File: src/rtl/mac40_pkg.sv
package mac40_pkg;
  typedef enum logic [2:0] {
    OP_CLR = 3'd0,
    OP_MPY = 3'd1,
    OP_MAC = 3'd2,
    OP_MSC = 3'd3,
    OP_SHF = 3'd4
  } mac_op_e;

  localparam int unsigned OP_BITS = 3;
endpackage

File: src/rtl/mac40_mult.sv
module mac40_mult #(
  parameter int unsigned OP_W   = 16,
  parameter int unsigned PROD_W = 2 * (OP_W + 1) + 1
) (
  input  logic [OP_W-1:0]          x,
  input  logic [OP_W-1:0]          y,
  input  logic                     x_sgn,
  input  logic                     y_sgn,
  input  logic                     frac,
  output logic signed [PROD_W-1:0] prod
);
  localparam int unsigned EW  = OP_W + 1;
  localparam int unsigned RAW = 2 * EW;

  logic signed [EW-1:0]  x_e;
  logic signed [EW-1:0]  y_e;
  logic signed [RAW-1:0] raw;

  // widen each operand by its sign bit or a zero
  assign x_e  = {x_sgn & x[OP_W-1], x};
  assign y_e  = {y_sgn & y[OP_W-1], y};
  assign raw  = x_e * y_e;
  assign prod = frac ? {raw, 1'b0} : {raw[RAW-1], raw};
endmodule

File: src/rtl/mac40_shifter.sv
module mac40_shifter #(
  parameter int unsigned ACC_W  = 40,
  parameter int unsigned SH_MAX = 16,
  parameter int unsigned SH_W   = 6,
  parameter int unsigned EXT_W  = ACC_W + SH_MAX + 1
) (
  input  logic [ACC_W-1:0]        acc,
  input  logic [SH_W-1:0]         amt,
  output logic signed [EXT_W-1:0] res
);
  localparam int unsigned LVL = $clog2(SH_MAX + 1);

  logic            left;
  logic [SH_W-1:0] mag_raw;
  logic [SH_W-1:0] mag;
  logic signed [EXT_W-1:0] stg [LVL+1];

  assign left    = amt[SH_W-1];
  assign mag_raw = left ? (~amt + 1'b1) : amt;
  assign mag     = (mag_raw > SH_W'(SH_MAX)) ? SH_W'(SH_MAX) : mag_raw;
  assign stg[0]  = {{(EXT_W-ACC_W){acc[ACC_W-1]}}, acc};

  // logarithmic barrel: one stage per bit of the magnitude
  for (genvar i = 0; i < LVL; i++) begin : g_stage
    assign stg[i+1] = !mag[i] ? stg[i]
                    : left    ? (stg[i] <<< (1 << i))
                              : (stg[i] >>> (1 << i));
  end

  assign res = stg[LVL];
endmodule

File: src/rtl/mac40_sat.sv
module mac40_sat #(
  parameter int unsigned ACC_W  = 40,
  parameter int unsigned SSAT_W = 32,
  parameter int unsigned EXT_W  = 57
) (
  input  logic [EXT_W-1:0] exact,
  input  logic             sat_en,
  input  logic             ssat_en,
  input  logic             bypass,
  output logic [ACC_W-1:0] res,
  output logic             cat,
  output logic             hit
);
  localparam logic [ACC_W-1:0] MAX_F = {1'b0, {(ACC_W-1){1'b1}}};
  localparam logic [ACC_W-1:0] MIN_F = {1'b1, {(ACC_W-1){1'b0}}};
  localparam logic [ACC_W-1:0] MAX_S = {{(ACC_W-SSAT_W+1){1'b0}}, {(SSAT_W-1){1'b1}}};
  localparam logic [ACC_W-1:0] MIN_S = {{(ACC_W-SSAT_W+1){1'b1}}, {(SSAT_W-1){1'b0}}};

  logic fits_f;
  logic fits_s;
  logic neg;

  assign fits_f = (&exact[EXT_W-1:ACC_W-1]) | ~(|exact[EXT_W-1:ACC_W-1]);
  assign fits_s = (&exact[EXT_W-1:SSAT_W-1]) | ~(|exact[EXT_W-1:SSAT_W-1]);
  assign neg    = exact[EXT_W-1];

  always_comb begin
    res = exact[ACC_W-1:0];
    hit = 1'b0;
    cat = !bypass && !fits_f;
    if (!bypass && sat_en) begin
      if (ssat_en && !fits_s) begin
        res = neg ? MIN_S : MAX_S;
        hit = 1'b1;
      end else if (!fits_f) begin
        res = neg ? MIN_F : MAX_F;
        hit = 1'b1;
      end
    end
  end
endmodule

File: src/rtl/mac40_datapath.sv
module mac40_datapath #(
  parameter int unsigned OP_W   = 16,
  parameter int unsigned ACC_W  = 40,
  parameter int unsigned SSAT_W = 32,
  parameter int unsigned SH_MAX = 16,
  parameter int unsigned SH_W   = 6
) (
  input  logic             clk,
  input  logic             rst_n,
  input  logic             in_valid,
  output logic             in_ready,
  input  logic [2:0]       in_op,
  input  logic             in_sel,
  input  logic [OP_W-1:0]  in_x,
  input  logic [OP_W-1:0]  in_y,
  input  logic             in_x_signed,
  input  logic             in_y_signed,
  input  logic             in_frac,
  input  logic             in_sat,
  input  logic             in_ssat,
  input  logic [SH_W-1:0]  in_shift,
  output logic             out_valid,
  input  logic             out_ready,
  output logic [ACC_W-1:0] out_acc,
  output logic             out_ovf,
  output logic             out_cat,
  output logic             out_sat,
  output logic [ACC_W-1:0] acc_a,
  output logic [ACC_W-1:0] acc_b
);
  import mac40_pkg::*;

  localparam int unsigned PROD_W = 2 * (OP_W + 1) + 1;
  localparam int unsigned EXT_W  = ACC_W + SH_MAX + 1;

  logic                     take;
  logic [ACC_W-1:0]         acc_a_q, acc_b_q, acc_cur;
  logic signed [PROD_W-1:0] prod;
  logic [EXT_W-1:0]         acc_ext, prod_ext, shf_ext, exact;
  logic                     bypass;
  logic [ACC_W-1:0]         res;
  logic                     res_cat, res_hit, res_ovf;
  mac_op_e                  op;

  assign op       = mac_op_e'(in_op);
  assign in_ready = !out_valid || out_ready;
  assign take     = in_valid && in_ready;
  assign acc_cur  = in_sel ? acc_b_q : acc_a_q;
  assign acc_ext  = {{(EXT_W-ACC_W){acc_cur[ACC_W-1]}}, acc_cur};
  assign prod_ext = {{(EXT_W-PROD_W){prod[PROD_W-1]}}, prod};

  mac40_mult #(.OP_W(OP_W), .PROD_W(PROD_W)) u_mult (
    .x(in_x), .y(in_y), .x_sgn(in_x_signed), .y_sgn(in_y_signed),
    .frac(in_frac), .prod(prod)
  );

  mac40_shifter #(.ACC_W(ACC_W), .SH_MAX(SH_MAX), .SH_W(SH_W), .EXT_W(EXT_W)) u_shf (
    .acc(acc_cur), .amt(in_shift), .res(shf_ext)
  );

  always_comb begin
    bypass = 1'b0;
    case (op)
      OP_CLR:  exact = '0;
      OP_MPY:  exact = prod_ext;
      OP_MAC:  exact = acc_ext + prod_ext;
      OP_MSC:  exact = acc_ext - prod_ext;
      OP_SHF:  exact = shf_ext;
      default: begin
        exact  = acc_ext;
        bypass = 1'b1;
      end
    endcase
  end

  mac40_sat #(.ACC_W(ACC_W), .SSAT_W(SSAT_W), .EXT_W(EXT_W)) u_sat (
    .exact(exact), .sat_en(in_sat), .ssat_en(in_ssat), .bypass(bypass),
    .res(res), .cat(res_cat), .hit(res_hit)
  );

  assign res_ovf = !((&res[ACC_W-1:SSAT_W-1]) | ~(|res[ACC_W-1:SSAT_W-1]));

  always_ff @(posedge clk or negedge rst_n) begin
    if (!rst_n) begin
      acc_a_q   <= '0;
      acc_b_q   <= '0;
      out_valid <= 1'b0;
      out_acc   <= '0;
      out_ovf   <= 1'b0;
      out_cat   <= 1'b0;
      out_sat   <= 1'b0;
    end else if (take) begin
      if (in_sel) acc_b_q <= res;
      else        acc_a_q <= res;
      out_valid <= 1'b1;
      out_acc   <= res;
      out_ovf   <= res_ovf;
      out_cat   <= res_cat;
      out_sat   <= res_hit;
    end else if (out_ready) begin
      out_valid <= 1'b0;
    end
  end

  assign acc_a = acc_a_q;
  assign acc_b = acc_b_q;
endmodule

File: config.mk
export PLATFORM = sky130hd
export DESIGN_NAME = mac40_datapath
export DESIGN_NICKNAME = d
export VERILOG_FILES = /design/src/rtl/mac40_pkg.sv /design/src/rtl/mac40_mult.sv /design/src/rtl/mac40_shifter.sv /design/src/rtl/mac40_sat.sv /design/src/rtl/mac40_datapath.sv
export SDC_FILE = /design/constraint.sdc
export NUM_CORES = 2
export LEC_CHECK = 0
export BUFFER_PORTS_ARGS = -buffer_cell sky130_fd_sc_hd__buf_2
export CORE_MARGIN = 5
export CORE_UTILIZATION = 46
export CTS_BUF_LIST = sky130_fd_sc_hd__clkbuf_2
export DETAILED_ROUTE_END_ITERATION = 16
export MAX_ROUTING_LAYER = met4
export PLACE_DENSITY = 0.69
export RECOVER_POWER = 50
export SLEW_MARGIN = 20
export SYNTH_ARGS = -nofsm -noshare
export SYNTH_HDL_FRONTEND = slang
export SYNTH_SLANG_ARGS = --single-unit
File: constraint.sdc
create_clock -name clk -period 5.8 [get_ports clk]
set_input_delay 0.58 -clock clk [delete_from_list [all_inputs] [get_ports clk]]
set_output_delay 0.58 -clock clk [all_outputs]
set_load 0.01 [all_outputs]
After elaboration in Yosys (flattened, before gate mapping):

Index checks and enable logic that the tools add are counted.

* bitwise logic cells: 10
* $lt $le $gt $ge: 1
* shift operators: 0
* eq/ne operators: 4
* muxes and demuxes: 25
* reduce and logical (&&, ||, !) cells: 20
* $add $sub $neg: 3
* multipliers: 1
* div/mod/pow operators: 0

Operators by type and width (number)
* $mux W40: 8
* $pmux W57 S5: 1
* $mux W57: 2
* $mux W54: 2
* $mux W46: 2
* $mux W42: 2
* $add A40 B35 Y41: 1
* $sub A40 B35 Y41: 1
* $mul A17 B17 Y34: 1
* $mux W34: 1
* $reduce_and A26 Y1: 1
* $reduce_or A26 Y1: 1
* $reduce_and A18 Y1: 1
* $reduce_or A18 Y1: 1
* $reduce_and A9 Y1: 1
* $reduce_or A9 Y1: 1
* $add A6 B1 Y6 const B: 1
* $eq A3 B2 Y1 const B: 2
* $gt A6 B5 Y1 const B: 1
* $mux W6: 1
* $not A6 Y6: 1
* $mux W1: 5
* $mux W5: 1
* $reduce_or A5 Y1: 1
* other kinds (11): 24

* memory bits (writable): 0
* latch bits: 0
* register bits: 124
* memories: 0
* bits in read-only memories: 0
* word-level logic and storage cells: 71
* input port bits: 51

Longest topological paths before layout:

* word-level depth: 26
* mapped depth: 46
* depth with buffers taken out: 43

Cells and area by module:

From an unflattened synthesis, not the netlist that was laid out.

* cells, all modules: 3471
* area, all modules: 28482.3 um2

Modules (own cells, without submodules)
* mac40_datapath: sequential area each 3103.0 um2, area an instance 11468.5 um2, cells each 1319, times used 1
* mac40_mult: sequential area each 0.0 um2, area an instance 11248.3 um2, cells each 1234, times used 1
* mac40_shifter: sequential area each 0.0 um2, area an instance 5046.1 um2, cells each 814, times used 1
* mac40_sat: sequential area each 0.0 um2, area an instance 719.4 um2, cells each 104, times used 1

Worst setup path before layout:

No wires, ideal clock.

* path type: input port to flip-flop
* start point: input in_x_signed
* end point: register out_ovf
* stages on the path: 38
* slack: -4.938 ns
* arrival: 10.596 ns
* library setup time: 0.142 ns
* data required time: 5.658 ns
* cell sequence: and2_1 -> clkbuf_1 -> nand2_1 -> inv_1 -> fa_1 -> inv_1 -> fa_1 -> inv_1 -> fa_1 -> fa_1 -> fa_1 -> inv_1 -> fa_1 -> inv_1 -> ha_1 -> nand4_1 -> nor3_1 -> nand3_1 -> [... 2 more ...] -> xor2_1 -> inv_1 -> o21ai_0 -> ha_1 -> or4_1 -> nor2b_1 -> a21oi_1 -> nor4b_1 -> nor3_1 -> o21ai_0 -> a31o_2 -> or3b_2 -> o41ai_4 -> o21ai_2 -> o221a_1 -> or4b_1 -> nor4_1 -> o221ai_1

* longest elaborated chain between the ends: 16

Ends and longest elaborated chain
* start: declaration: line mac40_datapath.sv:16 `input logic in_x_signed,`
* $and A1 B1 Y1 (*): line mac40_mult.sv:20 `assign x_e = {x_sgn & x[OP_W-1], x};`
* $mul A17 B17 Y34 (*): line mac40_mult.sv:22 `assign raw = x_e * y_e;`
* $mux W34: line mac40_mult.sv:23 `assign prod = frac ? {raw, 1'b0} : {raw[RAW-1], raw};`
* $sub A40 B35 Y41 or $add A40 B35 Y41 (tied branches): line mac40_datapath.sv:67, mac40_datapath.sv:66
* $pmux W57 S5 (*): line mac40_datapath.sv:63 `case (op)`
* $reduce_or A26 Y1: line mac40_sat.sv:24 `assign fits_s = (&exact[EXT_W-1:SSAT_W-1]) | ~(|exact[EXT_W-1:SSAT_W-1]);`
* $not A1 Y1: line mac40_sat.sv:24
* $or A1 B1 Y1: line mac40_sat.sv:24
* $logic_not A1 Y1: line mac40_sat.sv:32 `if (ssat_en && !fits_s) begin`
* $logic_and A1 B1 Y1: line mac40_sat.sv:32
* $mux W40: line mac40_sat.sv:32
* $mux W40 (*): line mac40_sat.sv:31 `if (!bypass && sat_en) begin`
* $reduce_or A9 Y1: line mac40_datapath.sv:81 `assign res_ovf = !((&res[ACC_W-1:SSAT_W-1]) | ~(|res[ACC_W-1:SSAT_W-1]));`
* $not A1 Y1: line mac40_datapath.sv:81
* $or A1 B1 Y1 (*): line mac40_datapath.sv:81
* $logic_not A1 Y1 (*): line mac40_datapath.sv:81
* end signal: assignment: line mac40_datapath.sv:97 `out_ovf <= res_ovf;`
* end: declaration: line mac40_datapath.sv:25 `output logic out_ovf,`

Mark *: on every way between the ends. The rest lies on a longest branch, timed or not.
A chain may end at the register's enable or synchronous reset.

Worst setup path after layout:

* start point: input in_x[15]
* end point: register out_ovf

* longest elaborated chain between the ends: 16

Ends and longest elaborated chain
* start: declaration: line mac40_datapath.sv:14 `input logic [OP_W-1:0] in_x,`
* $and A1 B1 Y1: line mac40_mult.sv:20
* $mul A17 B17 Y34 (*): line mac40_mult.sv:22
* $mux W34: line mac40_mult.sv:23
* $sub A40 B35 Y41 or $add A40 B35 Y41 (tied branches): line mac40_datapath.sv:67, mac40_datapath.sv:66
* $pmux W57 S5 (*): line mac40_datapath.sv:63
* $reduce_or A26 Y1: line mac40_sat.sv:24
* $not A1 Y1: line mac40_sat.sv:24
* $or A1 B1 Y1: line mac40_sat.sv:24
* $logic_not A1 Y1: line mac40_sat.sv:32
* $logic_and A1 B1 Y1: line mac40_sat.sv:32
* $mux W40: line mac40_sat.sv:32
* $mux W40 (*): line mac40_sat.sv:31
* $reduce_or A9 Y1: line mac40_datapath.sv:81
* $not A1 Y1: line mac40_datapath.sv:81
* $or A1 B1 Y1 (*): line mac40_datapath.sv:81
* $logic_not A1 Y1 (*): line mac40_datapath.sv:81

Marks and branches as above.

==> impl_metrics.xml <==
<?xml version="1.0" encoding="UTF-8"?>
<metrics>
  <group name="grt">
    <metric name="grt_antenna_before_repair" unit="">5</metric>
    <metric name="grt_start_max_net_pins" unit="">64</metric>
    <metric name="globalRoute.totalOverflow" unit="">0</metric>
    <metric name="grt.total_usage" unit="%">43.9</metric>
    <metric name="first_global_vias" unit="">33800</metric>
    <metric name="grt_pass1_wl" unit="microns">216000</metric>
  </group>
  <group name="route">
    <metric name="router_iterations_before_antenna_repair" unit="">9</metric>
    <metric name="wl_met2" unit="microns">59100</metric>
    <metric name="drc_errors" unit="">0</metric>
    <metric name="dr.first_iter.drc_count" unit="">4340</metric>
    <metric name="vias" unit="">34000</metric>
    <metric name="route.detailed.vias_per_inst" unit="">6.16</metric>
    <metric name="drt-met1-wl" unit="microns">60200</metric>
    <metric name="maxUsedRoutingLayer" unit="">met4</metric>
    <metric name="post_drt_wl_per_cell" unit="microns">26.6</metric>
    <metric name="ant_nets" unit="">0</metric>
    <metric name="routed_wl" unit="microns">147000</metric>
    <metric name="route.met3.wl" unit="microns">22000</metric>
  </group>
  <group name="synthesis">
    <metric name="postSynth.asyncResetShare" unit="%">100</metric>
    <metric name="syn_area_per_cell" unit="sq um">7.84</metric>
    <metric name="synthesis.yosys.warnings" unit="">0</metric>
    <metric name="mappedNetlistNets" unit="">4098</metric>
    <metric name="synth_top_cell_by_area" unit="">sky130_fd_sc_hd__fa_1</metric>
    <metric name="synth.top_cells.by_area" unit="">sky130_fd_sc_hd__fa_1 (21%), sky130_fd_sc_hd__dfrtp_1 (11%), sky130_fd_sc_hd__ha_1 (7.4%)</metric>
    <metric name="synthMostInstantiatedCell" unit="">sky130_fd_sc_hd__inv_1</metric>
    <metric name="ys_seq_elements" unit="">124</metric>
    <metric name="number_of_enable_type_register_cells_in_the_synthesized_netlist" unit="">0</metric>
    <metric name="yosysTopAreaCellShare" unit="%">21.2</metric>
    <metric name="syn-instance-count" unit="">3582</metric>
    <metric name="postSynth.topFlopCell" unit="">sky130_fd_sc_hd__dfrtp_1</metric>
    <metric name="synthesis.area" unit="sq um">28100</metric>
    <metric name="count_of_cell_types_in_the_netlist" unit="">97</metric>
    <metric name="seq_area_frac_synth" unit="%">11.1</metric>
    <metric name="synth_common_cells" unit="">sky130_fd_sc_hd__inv_1 (428), sky130_fd_sc_hd__nand2_1 (404), sky130_fd_sc_hd__fa_1 (298)</metric>
  </group>
  <group name="final_layout">
    <metric name="layout-area-overhead-vs-synth" unit="%">46.7</metric>
    <metric name="fin_nets" unit="">5237</metric>
    <metric name="final.fill_count" unit="">4942</metric>
    <metric name="layout.cell_area.non_filler" unit="sq um">41200</metric>
    <metric name="layout-drive-gt1-share" unit="%">37.8</metric>
  </group>
  <group name="timing">
    <metric name="clock-skew-final" unit="ps">41.0</metric>
    <metric name="tightestPinTransition" unit="ps">3270</metric>
    <metric name="timing.max_slew.rel_slack" unit="%">-118</metric>
    <metric name="period_minus_slack" unit="ps">10190</metric>
    <metric name="max_freq" unit="MHz">98.1</metric>
    <metric name="final-max-slew-violation-count" unit="">64</metric>
    <metric name="finalHoldViolCount" unit="">0</metric>
    <metric name="final.period_utilization" unit="%">176</metric>
    <metric name="finalSetupViolations" unit="">123</metric>
    <metric name="final_critical_path_setup_slack" unit="ps">-4390</metric>
    <metric name="rsz0062_at_grt" unit="">true</metric>
  </group>
  <group name="min_path">
    <metric name="worst_hold_path.num_cells" unit="">2</metric>
    <metric name="hold_class" unit="">in2reg</metric>
    <metric name="hold_path_startpoint" unit="">in_valid</metric>
    <metric name="holdPathEnd" unit="">out_valid$_DFFE_PN0P_</metric>
  </group>
  <group name="setup_path">
    <metric name="r2r_setup_slack" unit="ps">-1000</metric>
    <metric name="reg2reg_to" unit="">out_ovf$_DFFE_PN0P_</metric>
    <metric name="critical_path_class" unit="">in2reg</metric>
    <metric name="cp_data_arrival_time" unit="ps">10800</metric>
    <metric name="cp-end-kind" unit="">flop</metric>
    <metric name="cp-start-kind" unit="">input port</metric>
    <metric name="slowest_delay" unit="ps">570</metric>
    <metric name="cp_slowest_cell" unit="">sky130_fd_sc_hd__fa_1</metric>
    <metric name="timing.critical_path.mode_cell" unit="">sky130_fd_sc_hd__fa_1</metric>
    <metric name="ff2ff_path_depth" unit="">22</metric>
    <metric name="cp_max_fo" unit="">5</metric>
    <metric name="cp_data_required_time" unit="ps">6410</metric>
    <metric name="timing.rr.start" unit="">acc_b[0]$_DFFE_PN0P_</metric>
  </group>
  <group name="outcome">
    <metric name="violations" unit="">max-capacitance violations, max-slew violations, negative setup slack</metric>
    <metric name="outcome" unit="">finished with violations</metric>
  </group>
  <group name="placed_design">
    <metric name="globalplace.congestion" unit="">1.15</metric>
    <metric name="place.port_buffers" unit="">175</metric>
    <metric name="hpwl" unit="microns">118000</metric>
    <metric name="detailed_place.area" unit="sq um">37800</metric>
  </group>
  <group name="floorplan">
    <metric name="core" unit="sq um">60400</metric>
    <metric name="num_rows" unit="">90</metric>
    <metric name="start_util" unit="%">46.5</metric>
    <metric name="die_height" unit="microns">257</metric>
    <metric name="die_area" unit="sq um">66100</metric>
    <metric name="die-width" unit="microns">257</metric>
    <metric name="top_level_ports" unit="">176</metric>
  </group>
  <group name="clocking">
    <metric name="htreeDepth" unit="">4</metric>
    <metric name="tritoncts.num_buffers" unit="">17</metric>
    <metric name="clkSlewWorstSetupHoldPaths" unit="ps">200</metric>
    <metric name="clk_latency" unit="ps">720</metric>
    <metric name="clockRootBuffer" unit="">sky130_fd_sc_hd__clkbuf_2</metric>
    <metric name="max-clock-path-buffers" unit="">2</metric>
    <metric name="tritoncts" unit="">done</metric>
    <metric name="clock_sinks" unit="">124</metric>
  </group>
  <group name="run">
    <metric name="max_cap_violations" unit="">1</metric>
  </group>
</metrics>
==> cell families (layout without fill, tap and decap cells) <==
family | Yosys count | count (layout) | synth area share [%]
buffers and inverters | 642 | 1793 | 8.75
adders and majority gates | 465 | 465 | 28.7
muxes | 195 | 195 | 7.58
xor gates and xnor gates | 70 | 70 | 2.21
and+or+nand+nor | 1073 | 1073 | 17.9
other | 0 | 5 | 0
DFF | 124 | 124 | 11.1
AOI/OAI and AO/OA | 1013 | 1013 | 23.8
==> cell usage in the layout (no fill, tap or decap), drive strengths merged, types with 31 or more instances in the layout <==
cell / synthesis / routed
buf: 39 / 1267
inv: 429 / 429
nand2: 404 / 404
fa: 298 / 298
o21ai: 251 / 251
nor2: 247 / 247
a21oi: 244 / 244
ha: 167 / 167
and2: 142 / 142
dfrtp: 124 / 124
mux2: 119 / 119
clkbuf: 174 / 83
mux2i: 74 / 74
nor3: 67 / 67
o22ai: 55 / 55
nand3: 55 / 55
xnor2: 54 / 54
a211oi: 47 / 47
o211ai: 40 / 40
a21o: 35 / 35
a31oi: 35 / 35
a22oi: 31 / 31
==> area by class of cell <==
cell class | count | area (sq um) | share of cell area (%)
clock inverter | 13 | 104 | 0.252
multi-input combinational | 2816 | 25000 | 60.7
sequential | 124 | 3100 | 7.53
antenna | 5 | 12.5 | 0.0304
clock buffer | 18 | 90.1 | 0.219
timing repair buffer | 1333 | 10300 | 24.9
inverter | 429 | 1620 | 3.92
tap | 782 | 978 | 2.38
==> state kept, by name, indices dropped and copies added, names as in the netlist <==
name,flops
out_ovf,1
out_valid,1
acc_b,40
out_acc,40
out_sat,1
out_cat,1
acc_a,40
==> worst max-delay path: cells and delay by family <==
kind                     cells  cell delay, ps
XOR/XNOR                     1             180
multiplexers                 1             310
AO/OA/AOI/OAI               11            2020
buffers and inverters       10            1280
AND/OR/NAND/NOR             11            2900
adder cells (fa/ha/maj)      8            3500
==> through the flow <==
stage / utilization (%) / instances / hold slack, ps / setup slack, ps / TNS (ps)
global route: 68.2 / 5520 / 47.4 / -4730 / -532080
floorplan: - / 3582 / 284 / -4190 / -487350
CTS: 66.8 / 5484 / 7.99 / -4050 / -463570
global placement: 62.6 / 5389 / 459 / -5160 / -602210
finish: 68.2 / 5520 / 67.7 / -4390 / -504270
detailed placement: 62.6 / 5389 / 469 / -5290 / -617570
==> metal layers <==
layer | vias to the layer above | GRT usage, %
met5 | - | -
li1 | 14700 | -
met1 | 16500 | 60.2
met2 | 2331 | 60.5
met3 | 399 | 17.0
met4 | 0 | 12.5
==> worst max-delay path by stage <==
stage	end	from	slack [ps]	depth (start not counted)
after floorplan	out_ovf$_DFFE_PN0P_	in_x_signed	-4190	39
after global placement	out_ovf$_DFFE_PN0P_	in_x[15]	-5160	38
after detailed placement	out_acc[8]$_DFFE_PN0P_	in_x[15]	-5290	39
after CTS	out_ovf$_DFFE_PN0P_	in_x[15]	-4050	39
after global routing	out_ovf$_DFFE_PN0P_	in_y[4]	-4730	49
final	out_ovf$_DFFE_PN0P_	in_x[15]	-4390	42
==> repair_timing <==
item	CTS	global route
resized for setup	378	170
pin swaps	108	73
hold buffers	1	0
gates cloned	3	0
buffers inserted	69	39
setup endpoints to repair	123	123
hold endpoints to repair	62	0
Power is left out: the tool's default activity adds up to more than one toggle a clock period on the data nets, which glitch-free logic cannot reach.
